$ cat config.mk
export PLATFORM = sky130hd
export DESIGN_NAME = split_txn_tracker
export DESIGN_NICKNAME = d
export VERILOG_FILES = /design/src/rtl/stt_pkg.sv /design/src/rtl/stt_tag_alloc.sv /design/src/rtl/stt_id_match.sv /design/src/rtl/stt_entry_store.sv /design/src/rtl/split_txn_tracker.sv
export SDC_FILE = /design/constraint.sdc
export NUM_CORES = 1
export LEC_CHECK = 0
export ABC_AREA = 1
export BUFFER_PORTS_ARGS = -buffer_cell sky130_fd_sc_hd__buf_2
export CAP_MARGIN = 20
export CORE_AREA = 2 2 309 311
export DETAILED_ROUTE_END_ITERATION = 10
export DIE_AREA = 0 0 311 313
export PLACE_DENSITY = 0.61
export SLEW_MARGIN = 20
export SYNTH_ARGS = -nofsm -noshare
export SYNTH_HDL_FRONTEND = slang
export SYNTH_HIERARCHICAL = 1
export SYNTH_SLANG_ARGS = --single-unit
export TNS_END_PERCENT = 30
$ cat constraint.sdc
create_clock -name clk -period 4.5 [get_ports clk]
set_clock_uncertainty 0.15 [all_clocks]
set_input_delay 0 -clock clk [delete_from_list [all_inputs] [get_ports clk]]
set_output_delay 0 -clock clk [all_outputs]
set_load 0.01 [all_outputs]
$ cat src/rtl/stt_pkg.sv
package stt_pkg;
  localparam int AGT_W  = 4;
  localparam int TAG_W  = 6;
  localparam int ID_W   = AGT_W + TAG_W;
  localparam int ADDR_W = 35;
  localparam int BE_W   = 32;
  localparam int DATA_W = BE_W * 8;
  localparam int RSP_W  = 6;
  localparam int CNT_W  = TAG_W + 1;

  typedef struct packed {
    logic [ADDR_W-1:0] addr;
    logic [BE_W-1:0]   byen;
  } req_rec_t;

  typedef struct packed {
    logic [RSP_W-1:0] shd;
    logic [RSP_W-1:0] exc;
    logic             l2hit;
  } snoop_t;
endpackage

$ cat src/rtl/stt_tag_alloc.sv
module stt_tag_alloc #(
  parameter int DEPTH = 8,
  parameter int TAG_W = 6
) (
  input  logic [DEPTH-1:0] open_i,
  output logic             any_free_o,
  output logic [TAG_W-1:0] free_tag_o
);
  always_comb begin
    any_free_o = 1'b0;
    free_tag_o = '0;
    for (int i = DEPTH - 1; i >= 0; i--) begin
      if (!open_i[i]) begin
        any_free_o = 1'b1;
        free_tag_o = TAG_W'(i);
      end
    end
  end
endmodule

$ cat src/rtl/stt_id_match.sv
module stt_id_match
  import stt_pkg::*;
#(
  parameter int DEPTH    = 8,
  parameter int MY_AGENT = 2,
  localparam int IDXW    = $clog2(DEPTH)
) (
  input  logic [ID_W-1:0]  id_i,
  input  logic [DEPTH-1:0] open_i,
  output logic             own_o,
  output logic             hit_o,
  output logic [IDXW-1:0]  idx_o
);
  logic [TAG_W-1:0] tag;
  logic             in_range;

  assign tag      = id_i[TAG_W-1:0];
  assign own_o    = (id_i[ID_W-1:TAG_W] == AGT_W'(MY_AGENT));
  assign in_range = (int'(tag) < DEPTH);
  assign idx_o    = tag[IDXW-1:0];
  assign hit_o    = own_o && in_range && open_i[idx_o];
endmodule

$ cat src/rtl/stt_entry_store.sv
module stt_entry_store
  import stt_pkg::*;
#(
  parameter int DEPTH = 8,
  localparam int IDXW = $clog2(DEPTH)
) (
  input  logic            clk,
  input  logic            rst,
  input  logic            alloc_en_i,
  input  logic [IDXW-1:0] alloc_idx_i,
  input  req_rec_t        alloc_rec_i,
  input  logic            rel_en_i,
  input  logic [IDXW-1:0] rel_idx_i,
  input  logic            snp_en_i,
  input  logic [IDXW-1:0] snp_idx_i,
  input  snoop_t          snp_i,
  input  logic [IDXW-1:0] rd_idx_i,
  output logic [DEPTH-1:0] open_o,
  output req_rec_t        rd_rec_o,
  output snoop_t          rd_snp_o
);
  req_rec_t [DEPTH-1:0] rec_all;
  snoop_t   [DEPTH-1:0] snp_all;

  for (genvar g = 0; g < DEPTH; g++) begin : g_ent
    logic     v_q;
    req_rec_t rec_q;
    snoop_t   snp_q;
    logic     take, drop, note;

    assign take = alloc_en_i && (alloc_idx_i == IDXW'(g));
    assign drop = rel_en_i && (rel_idx_i == IDXW'(g));
    assign note = snp_en_i && (snp_idx_i == IDXW'(g)) && v_q && !drop;

    always_ff @(posedge clk) begin
      if (rst) begin
        v_q <= 1'b0;
      end else if (take) begin
        v_q <= 1'b1;
      end else if (drop) begin
        v_q <= 1'b0;
      end
    end

    always_ff @(posedge clk) begin
      if (take) begin
        rec_q <= alloc_rec_i;
        snp_q <= '0;
      end else if (note) begin
        snp_q <= snp_i;
      end
    end

    assign open_o[g]  = v_q;
    assign rec_all[g] = rec_q;
    assign snp_all[g] = snp_q;
  end

  assign rd_rec_o = rec_all[rd_idx_i];
  assign rd_snp_o = snp_all[rd_idx_i];

  p_alloc_free_r9: assert property (@(posedge clk) disable iff (rst)
    alloc_en_i |-> !open_o[alloc_idx_i]);
  p_rel_open_r5: assert property (@(posedge clk) disable iff (rst)
    rel_en_i |-> open_o[rel_idx_i]);
  p_alloc_sets_r10: assert property (@(posedge clk) disable iff (rst)
    alloc_en_i |=> open_o[$past(alloc_idx_i)]);
  p_rel_clears_r9: assert property (@(posedge clk) disable iff (rst)
    rel_en_i |=> !open_o[$past(rel_idx_i)]);
endmodule

$ cat src/rtl/split_txn_tracker.sv
module split_txn_tracker
  import stt_pkg::*;
#(
  parameter int DEPTH    = 8,
  parameter int MY_AGENT = 2
) (
  input  logic          clk,
  input  logic          rst,
  input  logic          req_valid,
  output logic          req_ready,
  input  logic [34:0]   req_addr,
  input  logic [31:0]   req_byen,
  input  logic [2:0]    req_cmd,
  output logic          iss_valid,
  input  logic          iss_ready,
  output logic [9:0]    iss_id,
  output logic [34:0]   iss_addr,
  output logic [31:0]   iss_byen,
  output logic [2:0]    iss_cmd,
  input  logic          rsp_valid,
  input  logic [5:0]    rsp_shd,
  input  logic [5:0]    rsp_exc,
  input  logic          rsp_l2hit,
  input  logic          dat_valid,
  output logic          dat_ready,
  input  logic [9:0]    dat_id,
  input  logic [255:0]  dat_data,
  output logic          ret_valid,
  input  logic          ret_ready,
  output logic [5:0]    ret_tag,
  output logic [34:0]   ret_addr,
  output logic [31:0]   ret_byen,
  output logic [255:0]  ret_data,
  output logic [5:0]    ret_shd,
  output logic [5:0]    ret_exc,
  output logic          ret_l2hit,
  output logic          prot_err,
  output logic [6:0]    out_count
);
  localparam int IDXW = $clog2(DEPTH);

  logic [DEPTH-1:0] open_v;
  logic             any_free;
  logic [TAG_W-1:0] free_tag;
  logic             own, hit;
  logic [IDXW-1:0]  hit_idx;
  logic             alloc_en, rel_en, dat_fire;
  logic [IDXW-1:0]  last_idx_q;
  logic [CNT_W-1:0] cnt_q;
  req_rec_t         new_rec, rd_rec;
  snoop_t           snp_in, rd_snp;

  stt_tag_alloc #(.DEPTH(DEPTH), .TAG_W(TAG_W)) u_alloc (
    .open_i(open_v), .any_free_o(any_free), .free_tag_o(free_tag));

  stt_id_match #(.DEPTH(DEPTH), .MY_AGENT(MY_AGENT)) u_match (
    .id_i(dat_id), .open_i(open_v), .own_o(own), .hit_o(hit), .idx_o(hit_idx));

  assign req_ready = iss_ready && any_free;
  assign iss_valid = req_valid && any_free;
  assign iss_id    = {AGT_W'(MY_AGENT), free_tag};
  assign iss_addr  = req_addr;
  assign iss_byen  = req_byen;
  assign iss_cmd   = req_cmd;
  assign alloc_en  = req_valid && req_ready;

  assign dat_ready = ret_ready;
  assign dat_fire  = dat_valid && dat_ready;
  assign ret_valid = dat_valid && hit;
  assign rel_en    = ret_valid && ret_ready;
  assign prot_err  = dat_fire && own && !hit;

  assign new_rec = '{addr: req_addr, byen: req_byen};
  assign snp_in  = '{shd: rsp_shd, exc: rsp_exc, l2hit: rsp_l2hit};

  stt_entry_store #(.DEPTH(DEPTH)) u_store (
    .clk(clk), .rst(rst),
    .alloc_en_i(alloc_en), .alloc_idx_i(free_tag[IDXW-1:0]), .alloc_rec_i(new_rec),
    .rel_en_i(rel_en), .rel_idx_i(hit_idx),
    .snp_en_i(rsp_valid), .snp_idx_i(last_idx_q), .snp_i(snp_in),
    .rd_idx_i(hit_idx), .open_o(open_v), .rd_rec_o(rd_rec), .rd_snp_o(rd_snp));

  assign ret_tag   = dat_id[TAG_W-1:0];
  assign ret_addr  = rd_rec.addr;
  assign ret_byen  = rd_rec.byen;
  assign ret_data  = dat_data;
  assign ret_shd   = rd_snp.shd;
  assign ret_exc   = rd_snp.exc;
  assign ret_l2hit = rd_snp.l2hit;

  always_ff @(posedge clk) begin
    if (rst) begin
      last_idx_q <= '0;
    end else if (alloc_en) begin
      last_idx_q <= free_tag[IDXW-1:0];
    end
  end

  always_ff @(posedge clk) begin
    if (rst) begin
      cnt_q <= '0;
    end else begin
      case ({alloc_en, rel_en})
        2'b10:   cnt_q <= cnt_q + 1'b1;
        2'b01:   cnt_q <= cnt_q - 1'b1;
        default: cnt_q <= cnt_q;
      endcase
    end
  end
  assign out_count = 7'(cnt_q);

  p_no_alloc_full_r3: assert property (@(posedge clk) disable iff (rst)
    (int'(out_count) == DEPTH) |-> (!req_ready && !iss_valid));
  p_count_tracks_r12: assert property (@(posedge clk) disable iff (rst)
    int'(out_count) == $countones(open_v));
  p_iss_agent_r2: assert property (@(posedge clk) disable iff (rst)
    iss_valid |-> (iss_id[9:6] == 4'(MY_AGENT)));
  p_foreign_quiet_r6: assert property (@(posedge clk) disable iff (rst)
    (dat_valid && dat_id[9:6] != 4'(MY_AGENT)) |-> (!ret_valid && !prot_err));
  p_err_no_ret_r7: assert property (@(posedge clk) disable iff (rst)
    prot_err |=> $stable(out_count) || $past(alloc_en));
  p_stall_r11: assert property (@(posedge clk) disable iff (rst)
    (ret_valid && !ret_ready && !alloc_en) |=> $stable(out_count));
endmodule

-- After elaboration in Yosys (flattened, before gate mapping)
Index checks and enable logic that the tools add are counted.
- flip-flop bits (word level): 658
- latch bits: 0
- memory bits (writable): 0
- memory bits (read-only): 0
- output and inout port bits: 434
- word-level logic and storage cells: 188
- memories kept: 0
- add/subtract/negate cells: 2
- multiply operators: 0
- divide/modulo/power cells: 0
- order comparisons: 2
- equal/unequal tests: 24
- shift-type cells: 0
- mux-type cells: 39
- bitwise logic cells: 0
- reduce and logical (&&, ||, !) cells: 71
- operators with widths (kind ; count):
    binary-select mux 67 bit (select 3 bit) ; 1
    2-to-1 mux 67 bit ; 1
    logical AND 1 bit ; 50
    binary-select mux 13 bit (select 3 bit) ; 1
    == test 3 bit, second input constant ; 12
    2-to-1 mux 1 bit ; 25
    2-to-1 mux 3 bit ; 8
    == test 3 x 2 -> 1 bit, second input constant ; 6
    nonzero test 2 bit ; 9
    one-hot mux 7 bit (2 select lines) ; 1
    2-to-1 mux 13 bit ; 1
    == test 3 x 1 -> 1 bit, second input constant ; 3
    logical NOT 1 bit ; 9
    logical NOT 3 bit ; 3
    adder 7 x 1 -> 7 bit, second input constant ; 1
    subtractor 7 x 1 -> 7 bit, second input constant ; 1
    less-than comparator 6 x 4 -> 1 bit, second input constant ; 1
    == test 4 x 2 -> 1 bit, second input constant ; 1
    less-than comparator 3 x 4 -> 1 bit, second input constant ; 1
    binary-select mux 1 bit (select 3 bit) ; 1
    == test 2 x 1 -> 1 bit, second input constant ; 1
    == test 2 bit, second input constant ; 1

-- Depth between registers and ports, before layout
- depth in word-level cells: 12
- gate-level depth with buffers: 20
- mapped depth without buffers: 20

-- By module
Netlist, hierarchy kept.
- by module, submodules not included (module ; instances ; cells an instance ; area an instance (um2) ; seq. area each (um2)):
    stt_entry_store ; 1 ; 2559 ; 26471.6 ; 18337.6
    split_txn_tracker ; 1 ; 447 ; 3235.6 ; 200.2
    stt_id_match ; 1 ; 29 ; 131.4 ; 0.0
    stt_tag_alloc ; 1 ; 22 ; 105.1 ; 0.0

-- Worst setup path after synthesis
Ideal clock, no wire load.
- path kind: register -> register
- start: register u_store.g_ent[4].v_q
- end: register u_store/g_ent[7].snp_q[10] in the netlist's numbering
- data arrival time: 4.854 ns
- required time: 4.237 ns
- slack: -0.617 ns
- cell stages (with the launch flop): 10
- clock period less this slack: 5.117 ns
- cells stage by stage: dfxtp_1 > buf_4 > nand3_1 > a31oi_1 > nand2_1 > nor2_1 > inv_1 > clkbuf_1 > nand2_1 > nor2_1
- elaborated cells between the ends (all ways): 22
- RTL lines (what ; RTL line ; text):
    start: declaration ; stt_entry_store.sv:26 ; logic v_q;
    start signal: assignment ; stt_entry_store.sv:37 ; v_q <= 1'b0;
    start signal: assignment ; stt_entry_store.sv:39 ; v_q <= 1'b1;
    start signal: assignment ; stt_entry_store.sv:41 ; v_q <= 1'b0;
    2-to-1 mux 3 bit (5 in a row) ; stt_tag_alloc.sv:13 ; if (!open_i[i]) begin
    net iss_id[1] ; split_txn_tracker.sv:16 ; output logic [9:0] iss_id,
    == test 3 bit ; stt_entry_store.sv:31 ; assign take = alloc_en_i && (alloc_idx_i == IDXW'(g));
    logical AND 1 bit ; stt_entry_store.sv:31 ;
    net u_store.g_ent[7].take ; stt_entry_store.sv:29 ; logic take, drop, note;
    end signal: assignment ; stt_entry_store.sv:50 ; snp_q <= snp_i;
    end: declaration ; stt_entry_store.sv:28 ; snoop_t snp_q;
The timed path passes the listed nets, and every way through them passes these cells. The select of a mux whose other input is x is not followed.
A chain may end at the register's enable or synchronous reset.

-- Final worst setup path
- start: register u_store.g_ent[2].v_q
- end: register u_store/g_ent[4].snp_q[4] in the netlist's numbering
- word-level cells in the longest chain between the ends: 8
- elaborated cells between the ends (all ways): 18
- RTL lines (what ; RTL line ; text):
    start: declaration ; stt_entry_store.sv:26 ;
    start signal: assignment ; stt_entry_store.sv:37 ;
    start signal: assignment ; stt_entry_store.sv:39 ;
    start signal: assignment ; stt_entry_store.sv:41 ;
    binary-select mux 1 bit (select 3 bit) ; stt_id_match.sv:21 ; assign hit_o = own_o && in_range && open_i[idx_o];
    2-to-1 mux 1 bit (implied by the code) ; stt_id_match.sv:21 ;
    logical AND 1 bit ; stt_id_match.sv:21 ;
    net hit ; split_txn_tracker.sv:45 ; logic own, hit;
    logical AND 1 bit ; split_txn_tracker.sv:69 ; assign ret_valid = dat_valid && hit;
    logical AND 1 bit ; split_txn_tracker.sv:70 ; assign rel_en = ret_valid && ret_ready;
    net rel_en ; split_txn_tracker.sv:47 ; logic alloc_en, rel_en, dat_fire;
    logical AND 1 bit ; stt_entry_store.sv:32 ; assign drop = rel_en_i && (rel_idx_i == IDXW'(g));
    logical NOT 1 bit ; stt_entry_store.sv:33 ; assign note = snp_en_i && (snp_idx_i == IDXW'(g)) && v_q && !drop;
    logical AND 1 bit ; stt_entry_store.sv:33 ;
    end signal: assignment ; stt_entry_store.sv:50 ;
    end: declaration ; stt_entry_store.sv:28 ;
The timed path passes the listed nets, and every way through them passes these cells. The select of a mux whose other input is x is not followed.

==> run_results.csv <==
group,metric,value,unit
worst_setup_path,r2r-start,"u_store/g_ent[2].v_q",
synth,yosysSeqAreaShare,61.9,%
timing,hold_viol_final,0,
timing,finalCritPeriodShare,92.5,%
route,routed-via-count,22535,
synth,synth.distinct_cells,29,
worst_hold_path,min_path_type,"primary input to register",
finish,drive_gt1_share,12.2,%
finish,syn_to_final_growth,19.1,%
timing,rsz0062_at_grt,"no",
timing,fmax,240,MHz
timing,maxSlewHeadroom,31.5,%
timing,fin_hold_ws,0.0477,ns
worst_setup_path,rr_endpoint,"u_store/g_ent[4].snp_q[4]",
synth,yosysMostFrequentCell,"nor2_1",
worst_setup_path,cp-start-kind,"register",
clock_tree,root_buffer,"clkbuf_16",
clock_tree,post_cts_buffers,0,
placement,place_ws,1.22,ns
grt,grt_pass1_vias,20991,
timing,slew_violations,0,
route,drc,0,
worst_setup_path,rrSetupSlack,0.34,ns
finish,finalNetCount,3624,
worst_setup_path,crit_path_end_kind,"register",
synth,yosys_warnings,6,
timing,setup_viol,0,
clock_tree,numCtsBuffers,68,
synth,synth.avg_cell_area,9.80,µm²
grt,grt_pass1_wl,162000,µm
floorplanning,die_h,313,µm
worst_hold_path,hold_path_depth,4,
finish,multi_input_area,7740,µm²
worst_setup_path,cp_num_buf_inv,3,
floorplanning,die_width,311,µm
timing,worst_pin_slew,1.03,ns
clock_tree,clkTransAtPathRegs,0.06,ns
route,drt_iter0_markers,2166,
worst_setup_path,criticalPathCategory,"register to register",
synth,syn_inst,3057,
synth,synthTopCellsByArea,"edfxtp_1, nor2_1, buf_4",
clock_tree,h-tree-depth,3,
placement,numPortBuffers,264,
synth,synth_seq_cells,658,
synth,netlist_top_cells_count,"nor2_1, edfxtp_1, nand2_1, buf_4, o21ai_0",
grt,groute.usage.overall,23.3,%
worst_setup_path,arrival,4.54,ns
power_and_ir_drop,power_density,380,nW/µm²
clock_tree,insertion_delay,0.60,ns
timing,fin_setup_tns,0,ns
placement,dp_hpwl,85700,µm
finish,seqCellArea,18500,µm²
floorplanning,start_util,31.8,%
worst_setup_path,path_max_fanout,18,
placement,gp_congestion,0.960,
flow_run,max_cap_viol_count,0,
worst_setup_path,crit_path_top_delay_cell,"nor2_1",
synth,post-synth-top-area-cell,"edfxtp_1",
worst_setup_path,crit_family,"simple AND/OR/NAND/NOR gates",
floorplanning,core,94200,µm²
synth,synth_edf_count,536,
grt,overflow,0,
worst_hold_path,hold_start,"rsp_exc[5]",
power_and_ir_drop,peakVddDrop,0.356,mV
finish,num-fill-cells,9306,
synth,synthArstFlopShare,0,%
timing,fin_crit,4.16,ns
placement,dp_cells,4107,
floorplanning,row_count,113,
route,detail-route-antenna-nets,0,
route,wl,118000,µm
synth,synth_ff_type,"edfxtp_1",
power_and_ir_drop,p_leak,13.7,nW
worst_setup_path,critPathRequiredTime,4.88,ns
worst_setup_path,worst-r2r-cell-count,15,
route,drtPass1Iterations,6,
clock_tree,cts_tree,"yes",
floorplanning,ioPinCount,790,
clock_tree,clockBufferDepth,3,
route,wire_per_inst,25.4,µm
run_status,status,"finished clean",
worst_setup_path,critPathMaxStageDelay,0.73,ns
clock_tree,clock_sinks,658,
synth,synth_top_area_share,53.8,%
grt,grt_max_degree,182,
floorplanning,die-area,97300,µm²
timing,setup_ws,0.339,ns
worst_setup_path,path_cells,"nand2_1 -> nand3_1 -> a21oi_1 -> nor2_1 -> nand2_1 -> nor2_1 -> dlygate4sd3_1 -> nand2_1 -> dlygate4sd3_1 -> inv_1 -> nand2_1 -> nand2_1 -> nor2_1 -> nor2_1 -> nor2_1",
route,viasPerCell,4.87,
worst_hold_path,min_to,"u_store/g_ent[7].snp_q[6]",
synth,synth_area,29900,µm²
finish,final_cells,4627,
grt,antenna_found_initial,122,
[final cells by class]
class,instances,area share (%)
Sequential cell,658,52.0
Multi-Input combinational cell,1809,21.7
Timing Repair Buffer,640,14.6
Clock buffer,90,5.12
Tap cell,1265,4.44
Inverter,84,0.958
Clock inverter,33,0.895
Antenna cell,48,0.337
[what timing repair did]
item                                    in CTS  in global routing
hold buffers                               349                  0
gates resized for setup                      0                  2
endpoints found under the setup margin       0                 23
endpoints found under the hold margin      917                  0
[per-layer routing]
metal / up-vias / track usage (%) / part of all wire (%)
met4: 80 / 4.70 / 2.2
met3: 289 / 9.40 / 10
met1: 10761 / 28.0 / 39
met2: 1042 / 39.3 / 48
li1: 10363 / - / -
met5: - / 0 / 0.45
[flip-flops by register name (all words and copies together) (netlist names)]
name / flops
u_store/g_ent.rec_q: 536
u_store/g_ent.snp_q: 104
u_store/g_ent.v_q: 8
out_count: 7
last_idx_q: 3
[how the worst max path moves through the flow]
stage | from | to | cells after the start
after floorplan | u_store/g_ent[4].v_q | u_store/g_ent[7].snp_q[10] | 9
after global placement | u_store/g_ent[2].v_q | u_store/g_ent[0].rec_q[18] | 12
after detailed placement | u_store/g_ent[1].v_q | u_store/g_ent[5].rec_q[30] | 12
after CTS | u_store/g_ent[2].v_q | u_store/g_ent[6].snp_q[4] | 15
after global routing | u_store/g_ent[2].v_q | u_store/g_ent[4].snp_q[8] | 15
final | u_store/g_ent[2].v_q | u_store/g_ent[4].snp_q[4] | 15
[logic make-up (layout without fill, tap and decap cells)]
group,Yosys count,count (layout),share of synthesized area [%]
adders and majority gates,7,7,0.318
buffers and inverters,594,847,12.3
and+or+nand+nor,1289,1289,16.9
AOI/OAI and AO/OA,504,504,8.45
DFF,658,658,61.9
xor gates and xnor gates,2,2,0.0585
other,3,55,0.0376
[tightest hold or removal path: cells and delay by family]
family | cells | cell delay [ns]
buffers and inverters | 2 | 0.63
and+or+nand+nor | 2 | 0.13
[placed cells by master (no fill, tap or decap), drive strengths merged]
cell / n
dlygate4sd3: 349
a31oi: 1
fa: 1
diode: 48
nor3: 2
nand3: 57
inv: 88
xnor2: 2
o211ai: 1
edfxtp: 536
and2b: 1
nand2: 443
or2: 2
clkinv: 21
clkbuf: 90
buf: 291
dfxtp: 122
nand4: 53
o21ai: 484
a21oi: 18
bufinv: 5
clkinvlp: 3
conb: 7
ha: 6
nor2: 731
[where the power goes]
| part | switching, W | internal (W) |
|---|---|---|
| Clock | 0.00234 | 0.00316 |
| Sequential | 0.0000292 | 0.00665 |
| Combinational | 0.000908 | 0.000481 |
| Total | 0.00328 | 0.0103 |
[stage by stage]
step	utilization (%)	instance area [µm²]	power, W
after floorplan	-	30000	0.00762
after global placement	31.7	29900	0.00775
after detailed placement	31.7	29900	0.00776
after CTS	37.7	35500	0.0137
after global routing	37.8	35600	0.0140
final	37.9	35700	0.0136
Power figures use the tool's default switching activity.
